==> src/rtl/sync_xfer_irq_pkg.sv <==
package sync_xfer_irq_pkg;
  localparam int SRC_N = 4;
  localparam int SEL_W = $clog2(SRC_N);

  typedef struct packed {
    logic [SRC_N-1:0] stiRaise;
    logic [SRC_N-1:0] ovCheck;
  } hitStrobes_t;
endpackage

==> src/rtl/sxi_ctrl.sv <==
module sxi_ctrl
  import sync_xfer_irq_pkg::*;
#(
  parameter int SLOT_W = 5
) (
  input  logic                          clk,
  input  logic                          rstN,
  input  logic                          dcl,
  input  logic                          fsc,
  input  logic [SRC_N-1:0][SLOT_W-1:0]  stiSlot,
  input  logic [SRC_N-1:0][SLOT_W-1:0]  ovSlot,
  input  logic [SRC_N-1:0]              dps,
  input  logic [SRC_N-1:0]              msk,
  output hitStrobes_t                   hits
);
  localparam int POS_W = SLOT_W + 4;

  logic dclQ, dclQQ, fscQ, halfQ;
  logic dclRise, bclTick;
  logic [POS_W-1:0] posQ, posNext;
  logic [SRC_N-1:0] stiRaise, ovCheck;

  always_ff @(posedge clk) begin
    if (!rstN) begin
      dclQ  <= 1'b0;
      dclQQ <= 1'b0;
      fscQ  <= 1'b0;
    end else begin
      dclQ  <= dcl;
      dclQQ <= dclQ;
      fscQ  <= fsc;
    end
  end

  // a bit period starts on a frame sync or on every other data clock rise
  assign dclRise = dclQ & ~dclQQ;
  assign bclTick = dclRise & (fscQ | ~halfQ);
  assign posNext = fscQ ? '0 : posQ + 1'b1;

  always_ff @(posedge clk) begin
    if (!rstN) begin
      posQ  <= '0;
      halfQ <= 1'b0;
    end else begin
      if (bclTick) posQ <= posNext;
      if (dclRise) halfQ <= bclTick;
    end
  end

  for (genvar i = 0; i < SRC_N; i++) begin : gSrc
    logic [POS_W-1:0] stiPos, ovPos, slotBase, ovBase;
    assign slotBase = POS_W'({stiSlot[i], 3'b000});
    assign ovBase   = POS_W'({ovSlot[i], 3'b000});
    assign stiPos   = slotBase + (dps[i] ? POS_W'(8) : POS_W'(9));
    assign ovPos    = ovBase - (dps[i] ? POS_W'(0) : POS_W'(1));
    assign stiRaise[i] = bclTick & (posNext == stiPos) & ~msk[i];
    assign ovCheck[i]  = bclTick & (posNext == ovPos) & ~msk[i];
  end

  assign hits = '{stiRaise: stiRaise, ovCheck: ovCheck};
endmodule

==> src/rtl/sxi_regs.sv <==
module sxi_regs
  import sync_xfer_irq_pkg::*;
#(
  parameter int SLOT_W = 5
) (
  input  logic                          clk,
  input  logic                          rstN,
  input  logic                          cfgWe,
  input  logic [SEL_W-1:0]              cfgSel,
  input  logic [2*SLOT_W:0]             cfgData,
  input  logic                          mskWe,
  input  logic [SRC_N-1:0]              mskData,
  input  logic                          ackWe,
  input  logic [SRC_N-1:0]              ackData,
  input  logic                          staRe,
  input  hitStrobes_t                   hits,
  output logic [SRC_N-1:0][SLOT_W-1:0]  stiSlot,
  output logic [SRC_N-1:0][SLOT_W-1:0]  ovSlot,
  output logic [SRC_N-1:0]              dps,
  output logic [SRC_N-1:0]              msk,
  output logic [2*SRC_N-1:0]            staData,
  output logic                          stIrq
);
  logic [SRC_N-1:0] ackQ, armQ, stiQ, stovQ, ovSet;

  always_ff @(posedge clk) begin
    if (!rstN) begin
      stiSlot <= '0;
      ovSlot  <= '0;
      dps     <= '0;
      msk     <= '0;
    end else begin
      if (cfgWe) begin
        stiSlot[cfgSel] <= cfgData[SLOT_W-1:0];
        ovSlot[cfgSel]  <= cfgData[2*SLOT_W-1:SLOT_W];
        dps[cfgSel]     <= cfgData[2*SLOT_W];
      end
      if (mskWe) msk <= mskData;
    end
  end

  assign ovSet = hits.ovCheck & armQ & ~ackQ;

  always_ff @(posedge clk) begin
    if (!rstN) begin
      ackQ <= '0;
      armQ <= '0;
    end else begin
      for (int i = 0; i < SRC_N; i++) begin
        if (hits.stiRaise[i]) begin
          ackQ[i] <= 1'b0;
          armQ[i] <= 1'b1;
        end else begin
          if (ackWe && ackData[i]) ackQ[i] <= 1'b1;
          if (hits.ovCheck[i]) armQ[i] <= 1'b0;
        end
      end
    end
  end

  // a new event outranks the clear of a simultaneous read
  always_ff @(posedge clk) begin
    if (!rstN) begin
      stiQ  <= '0;
      stovQ <= '0;
    end else begin
      stiQ  <= (staRe ? '0 : stiQ)  | hits.stiRaise;
      stovQ <= (staRe ? '0 : stovQ) | ovSet;
    end
  end

  assign staData = {stovQ, stiQ};
  assign stIrq   = |((stiQ | stovQ) & ~msk);
endmodule

==> src/rtl/sync_xfer_irq.sv <==
module sync_xfer_irq
  import sync_xfer_irq_pkg::*;
#(
  parameter int SLOT_W = 5
) (
  input  logic                 clk,
  input  logic                 rstN,
  input  logic                 dcl,
  input  logic                 fsc,
  input  logic                 cfgWe,
  input  logic [SEL_W-1:0]     cfgSel,
  input  logic [2*SLOT_W:0]    cfgData,
  input  logic                 mskWe,
  input  logic [SRC_N-1:0]     mskData,
  input  logic                 ackWe,
  input  logic [SRC_N-1:0]     ackData,
  input  logic                 staRe,
  output logic [2*SRC_N-1:0]   staData,
  output logic                 stIrq
);
  logic [SRC_N-1:0][SLOT_W-1:0] stiSlot, ovSlot;
  logic [SRC_N-1:0] dps, mskQ;
  hitStrobes_t hits;

  sxi_ctrl #(.SLOT_W(SLOT_W)) uCtrl (
    .clk(clk), .rstN(rstN), .dcl(dcl), .fsc(fsc),
    .stiSlot(stiSlot), .ovSlot(ovSlot), .dps(dps), .msk(mskQ),
    .hits(hits)
  );

  sxi_regs #(.SLOT_W(SLOT_W)) uRegs (
    .clk(clk), .rstN(rstN),
    .cfgWe(cfgWe), .cfgSel(cfgSel), .cfgData(cfgData),
    .mskWe(mskWe), .mskData(mskData),
    .ackWe(ackWe), .ackData(ackData),
    .staRe(staRe), .hits(hits),
    .stiSlot(stiSlot), .ovSlot(ovSlot), .dps(dps), .msk(mskQ),
    .staData(staData), .stIrq(stIrq)
  );
endmodule

==> config.mk <==
export PLATFORM = sky130hd
export DESIGN_NAME = sync_xfer_irq
export DESIGN_NICKNAME = d
export VERILOG_FILES = /design/src/rtl/sync_xfer_irq_pkg.sv /design/src/rtl/sxi_ctrl.sv /design/src/rtl/sxi_regs.sv /design/src/rtl/sync_xfer_irq.sv
export SDC_FILE = /design/constraint.sdc
export NUM_CORES = 1
export LEC_CHECK = 0
export ABC_AREA = 1
export BUFFER_PORTS_ARGS = -buffer_cell sky130_fd_sc_hd__buf_2
export CORE_ASPECT_RATIO = 1.75
export CORE_MARGIN = 10
export CORE_UTILIZATION = 35
export DETAILED_ROUTE_END_ITERATION = 8
export SETUP_SLACK_MARGIN = 0.15
export SKIP_CTS_REPAIR_TIMING = 1
export SLEW_MARGIN = 40
export SYNTH_ARGS = -nofsm -noshare
export SYNTH_HDL_FRONTEND = slang
export SYNTH_HIERARCHICAL = 1
export SYNTH_SLANG_ARGS = --single-unit
==> constraint.sdc <==
create_clock -name clk -period 2.5 [get_ports clk]
set_clock_uncertainty 0.15 [all_clocks]
set_input_delay 0.25 -clock clk [delete_from_list [all_inputs] [get_ports clk]]
set_output_delay 0.25 -clock clk [all_outputs]
set_load 0.01 [all_outputs]
==> summary.md, run 1 <==
| Metric | Value |
|---|---|
| Status | complete, but fails checks |
| Failing checks | negative hold slack |
| Leak | 0.00289 uW |
| First-pass GRT wire length | around 22000 um |
| Row count | 57 |
| H-Tree Depth | 3 |
| Cell-internal power | about 2300 uW |
| Initial drt markers | around 190 |
| Final wirelength | between 10000 and 15000 um |
| GR Overflow Total | 0 |
| Area leader, netlist | dfxtp_1 |
| Netlist cell types | 36 |
| GP Congestion | roughly 0.95 |
| NetSw | 1010 uW |
| Die Y | 177 um |
| Worst setup margin | 0.295 ns |
| Syn Inst Count | roughly 790 |
| Initial core utilization | 35.5% |
| Yosys top cell area share | 31.4% |
| Layout area overhead | 17.6% |
| Setup CP Type | reg2reg |
| Antenna cell count | 0 |
| Synthesized net count | between 800 and 900 |
| Synth async-reset ratio | 0% |
| Synth Cell Area | between 4000 and 5000 um^2 |
| Die area | approximately 19000 um^2 |
| Sequential share of power | between 40% and 50% |
| Crit path from | uRegs/dps[0] |
| Clock power share | between 40 and 50% |
| Largest cells by area after synthesis | dfxtp_1 (31%), nand2_1 (16%), nor2_1 (11%) |
| Filler Cell Count | ~1500 |
| Setup crit start kind | flip-flop |
| Clock slew at reported path FFs | roughly 0.06 ns |
| Vias in the first global route | 4480 |
| DP HPWL | between 10000 and 15000 um |
| Final hold vios | 3 |
| Pre-Repair DR Iteration Count | 5 |
| Worst min-delay path startpoint | mskData[1] |
| Top sig layer | met4 |
| Setup TNS | 0 ns |
| PortBufs | 37 |
| Vias post-DR | 4704 |
| Worst Hold Class | in2reg |
| Worst-skew pair later-pin latency | 0.34 ns |
| Critical Path AT | 2.32 ns |
| Synth Area per Inst | 6.20 um^2 |
| Largest regs | uRegs/ovSlot (20), uRegs/stiSlot (20), uCtrl/posQ (9) |
| Longest Clk Path Bufs | 2 |
| Fmax | around 450 MHz |
| Post-route DRC | 0 |
| Unrepaired setup endpoints after global routing | true |
| Final ANT Viol Nets | 0 |
| Power per cell area | roughly 580 nW/um^2 |
| Routed wl met3 | 629 um |
| CP Capture Type | flip-flop |
| Vias per inst | ~4.6 |
| Largest net degree at the start of global routing | 45 |
| Post-synth top cells | nand2_1 (208), nor2_1 (150), inv_1 (110) |
| M1 WL | about 5400 um |
| Worst r2r src | uRegs/dps[0] |
| Clock root buffer | clkbuf_16 |
| Fin crit share | 88.2% |
| Post-synth EDFFs | 0 |
| Sw Share | 30.4% |
| Nets | roughly 900 |
| Most common cell in the netlist | nand2_1 |
| Final number of max-transition violations | 0 |
| Worst-margin pin slew | around 0.62 ns |
| Register area share after synthesis | 31.4% |
| Slew Limit Headroom | 58.7% |
| Routed WL per cell | around 13 um |
| FF+latch count, synth | between 70 and 80 |
| Tmin final | about 2.2 ns |
| Tot GR Track Use | 14.7% |
| Initial antenna violation count | 0 |
| Minimum hold slack | -0.00543 ns |
| CTS tree | yes |
| CP Max Fanout | 7 |
| Core area | approximately 14000 um^2 |
| Yosys warnings | 6 |
| Max Cap Violations | 0 |
| Setup Viol. Count Final | 0 |
| Num CTS Buffers | 9 |
| Met2 wire len | ~7100 um |
| Place WS | 0.146 ns |
| Combinational Power Share | about a fifth |
| Chip Width | 109 um |
| Critical path data required time | between 2 and 3 ns |
| Layout cells sized above 1 | 13.2% |
| Top Ports | 38 |
| Maximum VDD drop | between 0.3 and 0.4 mV |
| CTS Sinks | between 70 and 80 |
| Ys flop type | dfxtp_1 |
-- per-layer routing --
layer | vias up | track usage, %
met2 | 115 | 26.5
met4 | 0 | 7.41
li1 | 2531 | -
met5 | - | 0
met3 | 33 | 2.74
met1 | 2025 | 15.5
-- layout make-up --
type / instances / area [um^2] / area share (%)
clock inverter: 7 / 77.6 / 1.34
tap: 177 / 221 / 3.84
multi-input combinational: 579 / 2900 / 50.3
sequential: 77 / 1560 / 27.0
timing repair buffer: 58 / 367 / 6.35
inverter: 112 / 420 / 7.29
clock buffer: 9 / 225 / 3.90
-- logic make-up after synthesis --
| family | share of synthesized area (%) |
|---|---|
| AOI/OAI and AO/OA | 6.94 |
| and+or+nand+nor | 41.1 |
| DFF | 31.4 |
| adders and majority gates | 2.30 |
| xor gates and xnor gates | 7.14 |
| buffers and inverters | 11.1 |
-- through the flow --
| step | cell area [um^2] | total power [uW] | utilization [%] | hold slack, ns | cells |
|---|---|---|---|---|---|
| floorplan | 4910 | 1800 | - | 0.198 | 791 |
| global placement | 5320 | 1980 | 38.5 | 0.274 | 998 |
| detailed placement | 5320 | 1980 | 38.5 | 0.267 | 998 |
| CTS | 5620 | 3330 | 40.6 | -0.0572 | 1014 |
| global route | 5770 | 3500 | 41.7 | 0.00739 | 1019 |
| finish | 5770 | 3330 | 41.7 | -0.00543 | 1019 |
-- worst paths after layout --
kind | depth (start not counted) | slack (ns) | to
setup / recovery | 11 | 0.29 | uRegs/stovQ[0]
hold / removal | 3 | -0.005 | uRegs/msk[1]
setup reg to reg | 11 | 0.29 | uRegs/stovQ[0]
hold reg to reg | 2 | 0.27 | uCtrl/dclQQ
-- worst max-delay path, cell delays in order, from the launching register on --
cell and delay [ns]:
dfxtp_1 0.34, inv_1 0.19, ha_1 0.18, inv_1 0.04, or2_2 0.30, nor4_1 0.28, xnor2_1 0.12, nor2_1 0.19
inv_1 0.09, nor2_1 0.09, nand2_1 0.06, a21oi_1 0.10
-- layout by cell type, fill, tap and decap left out, types with 4 or more instances in the layout --
master / synthesis / layout
nand2_1: 208 / 206
nor2_1: 150 / 146
inv_1: 110 / 109
dfxtp_1: 77 / 72
nand3_1: 64 / 63
a21oi_1: 39 / 38
buf_2: 13 / 37
xor2_1: 25 / 25
buf_4: 5 / 16
nand4_1: 14 / 14
o21ai_0: 15 / 14
xnor2_1: 15 / 13
clkbuf_16: 0 / 9
ha_1: 9 / 8
nor3_1: 7 / 7
nand3b_1: 6 / 6
inv_6: 0 / 4
nand2_4: 2 / 4
nand2_2: 4 / 4
nor2_2: 2 / 4
-- power by group through the flow --
stage | Clock, uW | Combinational, uW | Sequential (uW)
after global placement | 0 | 603 | 1380
after CTS | 1370 | 604 | 1350
after global routing | 1420 | 715 | 1370
after detailed placement | 0 | 601 | 1380
final | 1340 | 630 | 1360
after floorplan | 0 | 438 | 1360
Note: power is estimated with default switching activity, not from simulation.
==> inputs of run 2 (changes only) <==
==> constraint.sdc (replaced) <==
create_clock -name clk -period 2.46 [get_ports clk]
set_clock_uncertainty 0.15 [all_clocks]
set_input_delay 0.246 -clock clk [delete_from_list [all_inputs] [get_ports clk]]
set_output_delay 0.246 -clock clk [all_outputs]
set_load 0.01 [all_outputs]
==> summary.md, run 2 (synthesis results as in run 1) <==
| Metric | Value |
|---|---|
| Status | complete, but fails checks |
| Failing checks | negative hold slack |
| NetSw | between 1000 and 1500 uW |
| Vias per inst | between 4 and 5 |
| CP Capture Type | flip-flop |
| Sw Share | 29.5% |
| Max Cap Violations | 0 |
| Fmax | 457 MHz |
| Worst-skew pair later-pin latency | about 0.34 ns |
| Longest Clk Path Bufs | 2 |
| Fin crit share | 89.0% |
| Slew Limit Headroom | 58.3% |
| Unrepaired setup endpoints after global routing | true |
| Minimum hold slack | -0.00916 ns |
| PortBufs | 37 |
| Die area | between 15000 and 20000 um^2 |
| Pre-Repair DR Iteration Count | 5 |
| Routed WL per cell | roughly 13 um |
| Most common cell after layout, fill and taps aside | nand2_1 |
| Power per cell area | 586 nW/um^2 |
| Final Util | between 40% and 50% |
| Tmin final | between 2 and 2.5 ns |
| Nets | about 900 |
| Met2 wire len | between 6000 and 7000 um |
| Critical path's largest stage delay | 0.45 ns |
| CP Cell Sequence | nand2_4 -> o21bai_4 -> nand2_2 -> nand2_1 -> nand2_1 -> nor2_1 -> nand4_1 -> nor2_2 -> inv_1 -> nor2_1 -> nand2_1 -> a21oi_1 |
| Critical path data required time | 2.58 ns |
| Final ANT Viol Nets | 0 |
| Clock root buffer | clkbuf_16 |
| Crit-path slowest cell | dfxtp_1 |
| DP HPWL | 10400 um |
| Maximum VDD drop | roughly 0.27 mV |
| Most frequent cells in the layout | nand2_1 (207), nor2_1 (145), inv_1 (107) |
| Num CTS Buffers | 9 |
| Die Y | between 150 and 200 um |
| Setup TNS | 0 ns |
| Final number of max-transition violations | 0 |
| Tot GR Track Use | 14.3% |
| Setup crit start kind | flip-flop |
| Largest net degree at the start of global routing | 44 |
| Antenna cell count | 0 |
| Worst Hold Class | in2reg |
| Layout cells sized above 1 | between 10% and 20% |
| Sequential share of power | 40.6% |
| Row count | 57 |
| CTS Sinks | 77 |
| Place WS | approximately 0.064 ns |
| Critical Path AT | 2.30 ns |
| Chip Width | around 110 um |
| CTS tree | yes |
| Routed wl met3 | between 400 and 500 um |
| Worst path most repeated cell | nand2_1 |
| Worst setup margin | approximately 0.27 ns |
| Cell-internal power | around 2400 uW |
| Final hold vios | 3 |
| Combinational Power Share | about a fifth |
| GP Congestion | roughly 0.91 |
| Clock power share | between 40% and 50% |
| Clock slew at reported path FFs | roughly 0.06 ns |
| Worst-margin pin slew | 0.625 ns |
| Setup CP Type | reg2reg |
| Vias post-DR | between 4000 and 5000 |
| First-pass GRT wire length | ~22000 um |
| Vias in the first global route | ~4600 |
| Final total power | roughly 3400 uW |
| GR Overflow Total | 0 |
| Top Ports | 38 |
| Top sig layer | met4 |
| Initial core utilization | a little over a third |
| Post-route DRC | 0 |
| Core area | 13800 um^2 |
| Final wirelength | roughly 13000 um |
| Leak | between 0.002 and 0.003 uW |
| Setup Viol. Count Final | 0 |
| Largest regs | uRegs/ovSlot (20), uRegs/stiSlot (20), uCtrl/posQ (9) |
| H-Tree Depth | 3 |
| Initial antenna violation count | 0 |
| CP Max Fanout | 8 |
| M1 WL | approximately 5300 um |
| Layout area overhead | 17.7% |
| Initial drt markers | approximately 180 |
## run 2: metrics by stage
step,area [um^2],instances
floorplan,4910,791
CTS,5630,1016
detailed placement,5320,1000
finish,5780,1022
global placement,5320,1000
global route,5780,1022
## run 2: cell type report
type                    instances  area (um^2)
clock inverters                 5         66.3
inverters                     112          423
repair buffers                 61          370
well taps                     177          221
flip-flops and latches         77         1550
multi-input cells             579         2910
fillers                      1523         8060
clock buffers                  11          243
## run 2: worst paths after layout
check	start	end	slack (ns)	cells past startpoint
setup reg to reg	uCtrl/posQ[3]	uRegs/stovQ[0]	0.27	12
setup / recovery	uCtrl/posQ[3]	uRegs/stovQ[0]	0.27	12
hold / removal	mskData[1]	uRegs/msk[1]	-0.009	3
hold reg to reg	uCtrl/dclQ	uCtrl/dclQQ	0.28	2
## run 2: power groups by stage
stage                     registers [uW]  clock network [uW]  logic [uW]
after floorplan                     1380                   0         445
after global placement              1400                   0         610
after detailed placement            1400                   0         612
after CTS                           1370                1410         615
after global routing                1390                1470         728
final                               1380                1370         637
## run 2: routing by layer
metal  vias to the layer above  track usage, %
met1                      2033            14.8
met5                         -               0
li1                       2539               -
met4                         0            7.95
met3                        39            2.37
met2                        91            26.0
## run 2: critical path, delay by kind of cell (launching register included)
kind	cells	cell delay (ns)
flip-flops	1	0.45
AND/OR/NAND/NOR	9	1.08
buffers and inverters	1	0.08
AO/OA/AOI/OAI	2	0.36
==> inputs of run 3 (changes only) <==
--- a/config.mk
+++ b/config.mk
@@ -5,7 +5,6 @@
 export SDC_FILE = /design/constraint.sdc
 export NUM_CORES = 1
 export LEC_CHECK = 0
-export ABC_AREA = 1
 export BUFFER_PORTS_ARGS = -buffer_cell sky130_fd_sc_hd__buf_2
 export CORE_ASPECT_RATIO = 1.75
 export CORE_MARGIN = 10
==> summary.md, run 3 <==
| Metric | Value |
|---|---|
| Num CTS Buffers | 9 |
| Power per cell area | about 510 nW/um^2 |
| FF+latch count, synth | a little under 80 |
| Clock power share | approximately 44% |
| Sw Share | 24.6% |
| Most frequent cells in the layout | buf_4 (77), dfxtp_1 (70), nand2_1 (69) |
| Worst Hold Class | in2reg |
| Ys flop type | dfxtp_1 |
| Final wirelength | 13500 um |
| Layout area overhead | 35.6% |
| H-Tree Depth | 3 |
| Fin area | 6110 um^2 |
| Yosys warnings | 6 |
| Die Y | around 170 um |
| CP Cell Sequence | ha_4 -> nand3_2 -> or3_1 -> a21oi_2 -> xnor2_1 -> or4_1 -> a211oi_2 -> buf_4 -> nor2b_1 -> o21a_1 |
| Setup CP Type | reg2reg |
| Synth Cell Area | roughly 4500 um^2 |
| CP Max Fanout | 4 |
| Pre-Repair DR Iteration Count | 4 |
| First-pass GRT wire length | approximately 21000 um |
| Final Util | between 40% and 50% |
| Synthesized net count | 553 |
| Crit path buffers/inverters | 1 |
| Setup Viol. Count Final | 16 |
| DP HPWL | about 11000 um |
| Placed cell areas | about 5500 um^2 |
| Unrepaired setup endpoints after global routing | true |
| Cell depth of the worst setup path | 10 |
| GR Overflow Total | 0 |
| Crit-path slowest cell | or4_1 |
| Largest net degree at the start of global routing | 37 |
| Longest Clk Path Bufs | 2 |
| Tmin final | between 2 and 3 ns |
| Clock root buffer | clkbuf_16 |
| Synth Area per Inst | between 8 and 9 um^2 |
| Status | complete, but fails checks |
| Fmax | 368 MHz |
| Filler Cell Count | 1244 |
| Initial antenna violation count | 0 |
| Leak | between 0.002 and 0.003 uW |
| Post-synth top cells | dfxtp_1 (77), nand2_1 (71), mux2i_1 (51) |
| CTS tree | yes |
| Sequential share of power | 42.9% |
| Setup TNS | -1.83 ns |
| Antenna cell count | 0 |
| Minimum hold slack | 0.0178 ns |
| Max Cap Violations | 0 |
| Fin crit share | 111% |
| Failing checks | negative setup slack |
| Vias post-DR | 4156 |
| Final number of max-transition violations | 0 |
| Clock slew at reported path FFs | about 0.060 ns |
| Vias in the first global route | around 4200 |
| Top delay family on crit path | simple AND/OR/NAND/NOR gates |
| Worst-margin pin slew | around 0.79 ns |
| CP Capture Type | flip-flop |
| PortBufs | 37 |
| GP Congestion | between 0.8 and 0.9 |
| Area leader, netlist | dfxtp_1 |
| Cell-internal power | about 2300 uW |
| Most common cell after layout, fill and taps aside | buf_4 |
| Chip Width | 106 um |
| Netlist cell types | 57 |
| Yosys top cell area share | 34.2% |
| Most common cell in the netlist | dfxtp_1 |
| Initial drt markers | roughly 120 |
| Critical path's largest stage delay | between 0.4 and 0.5 ns |
| Maximum VDD drop | around 0.27 mV |
| Final hold vios | 0 |
| Critical Path AT | approximately 2.8 ns |
| Routed WL per cell | ~17 um |
| Slew Limit Headroom | approximately 47% |
| Tot GR Track Use | between 10% and 20% |
| Post-route DRC | 0 |
| CTS Sinks | 77 |
| Largest cells by area after synthesis | dfxtp_1 (34%), mux2i_1 (11%), xnor2_1 (7.0%) |
| Critical path data required time | about 2.6 ns |
| Worst-skew pair later-pin latency | 0.34 ns |
| Top Ports | 38 |
| NetSw | roughly 770 uW |
| Vias per inst | about 5.2 |
| Synth async-reset ratio | 0% |
| Final ANT Viol Nets | 0 |
| Row count | 54 |
| Largest regs | uRegs/ovSlot (20), uRegs/stiSlot (20), uCtrl/posQ (9) |
| Post-synth EDFFs | 0 |
| Combinational Power Share | between 10% and 20% |
| Die area | approximately 18000 um^2 |
| Worst hold path cell count | 3 |
| Setup crit start kind | flip-flop |
| Register area share after synthesis | about 34% |
| Layout cells sized above 1 | between 20% and 30% |
| Syn Inst Count | around 520 |
| Worst setup margin | -0.260 ns |
| R2R cell count | 10 |
| Nets | 664 |
| Initial core utilization | 35.9% |
| Core area | around 13000 um^2 |
## run 3: cells by family (layout without fill, tap and decap cells)
kind of cell / Yosys count / in the layout / share of synthesized area [%]
adder cells (fa/ha/maj): 9 / 9 / 2.50
AND/OR/NAND/NOR: 203 / 203 / 23.8
AO/OA/AOI/OAI: 81 / 81 / 12.7
multiplexers: 51 / 51 / 11.3
XOR/XNOR: 59 / 59 / 11.6
buffers and inverters: 35 / 150 / 3.75
flip-flops: 77 / 77 / 34.2
## run 3: stage by stage
step / instances / power (uW) / setup WS [ns]
after global placement: 771 / 1720 / -0.329
after CTS: 786 / 3110 / -0.361
final: 798 / 3110 / -0.260
after detailed placement: 771 / 1730 / -0.343
after global routing: 798 / 3230 / -0.331
after floorplan: 515 / 1590 / -0.0119
## run 3: routing by layer
metal  GRT usage (%)  part of all wire (%)  up-vias
met5               0                     0        -
met4            11.4                   4.7        0
met3            2.69                   3.3       37
met2            27.0                    56       84
met1            13.8                    36     1984
li1                -                     -     2051
## run 3: power by group through the flow
stage | sequential, uW | combinational [uW] | clock, uW
2_1_floorplan | 1350 | 244 | 0
4_1_cts | 1330 | 373 | 1400
5_1_grt | 1340 | 432 | 1460
6_report | 1330 | 396 | 1380
3_3_place_gp | 1360 | 364 | 0
3_5_place_dp | 1360 | 373 | 0
## run 3: final timing paths
path	from	end	slack (ns)
min reg2reg	uCtrl/dclQ	uCtrl/dclQQ	0.30
min	mskData[0]	uRegs/msk[0]	0.02
max reg2reg	uCtrl/posQ[0]	uRegs/armQ[1]	-0.26
max	uCtrl/posQ[0]	uRegs/armQ[1]	-0.26
## run 3: final cells by class
cell class | count | area [um^2] | share of cell area, %
repair buffers | 124 | 908 | 14.9
clock inverters | 3 | 41.3 | 0.675
clock buffers | 12 | 268 | 4.38
flip-flops and latches | 77 | 1560 | 25.5
well taps | 168 | 210 | 3.44
multi-input cells | 403 | 3090 | 50.5
inverters | 11 | 41.3 | 0.675
## run 3: worst min-delay path, stage by stage
cell     delay [ns]
buf_2          0.08
mux2i_1        0.05
nor2b_1        0.09
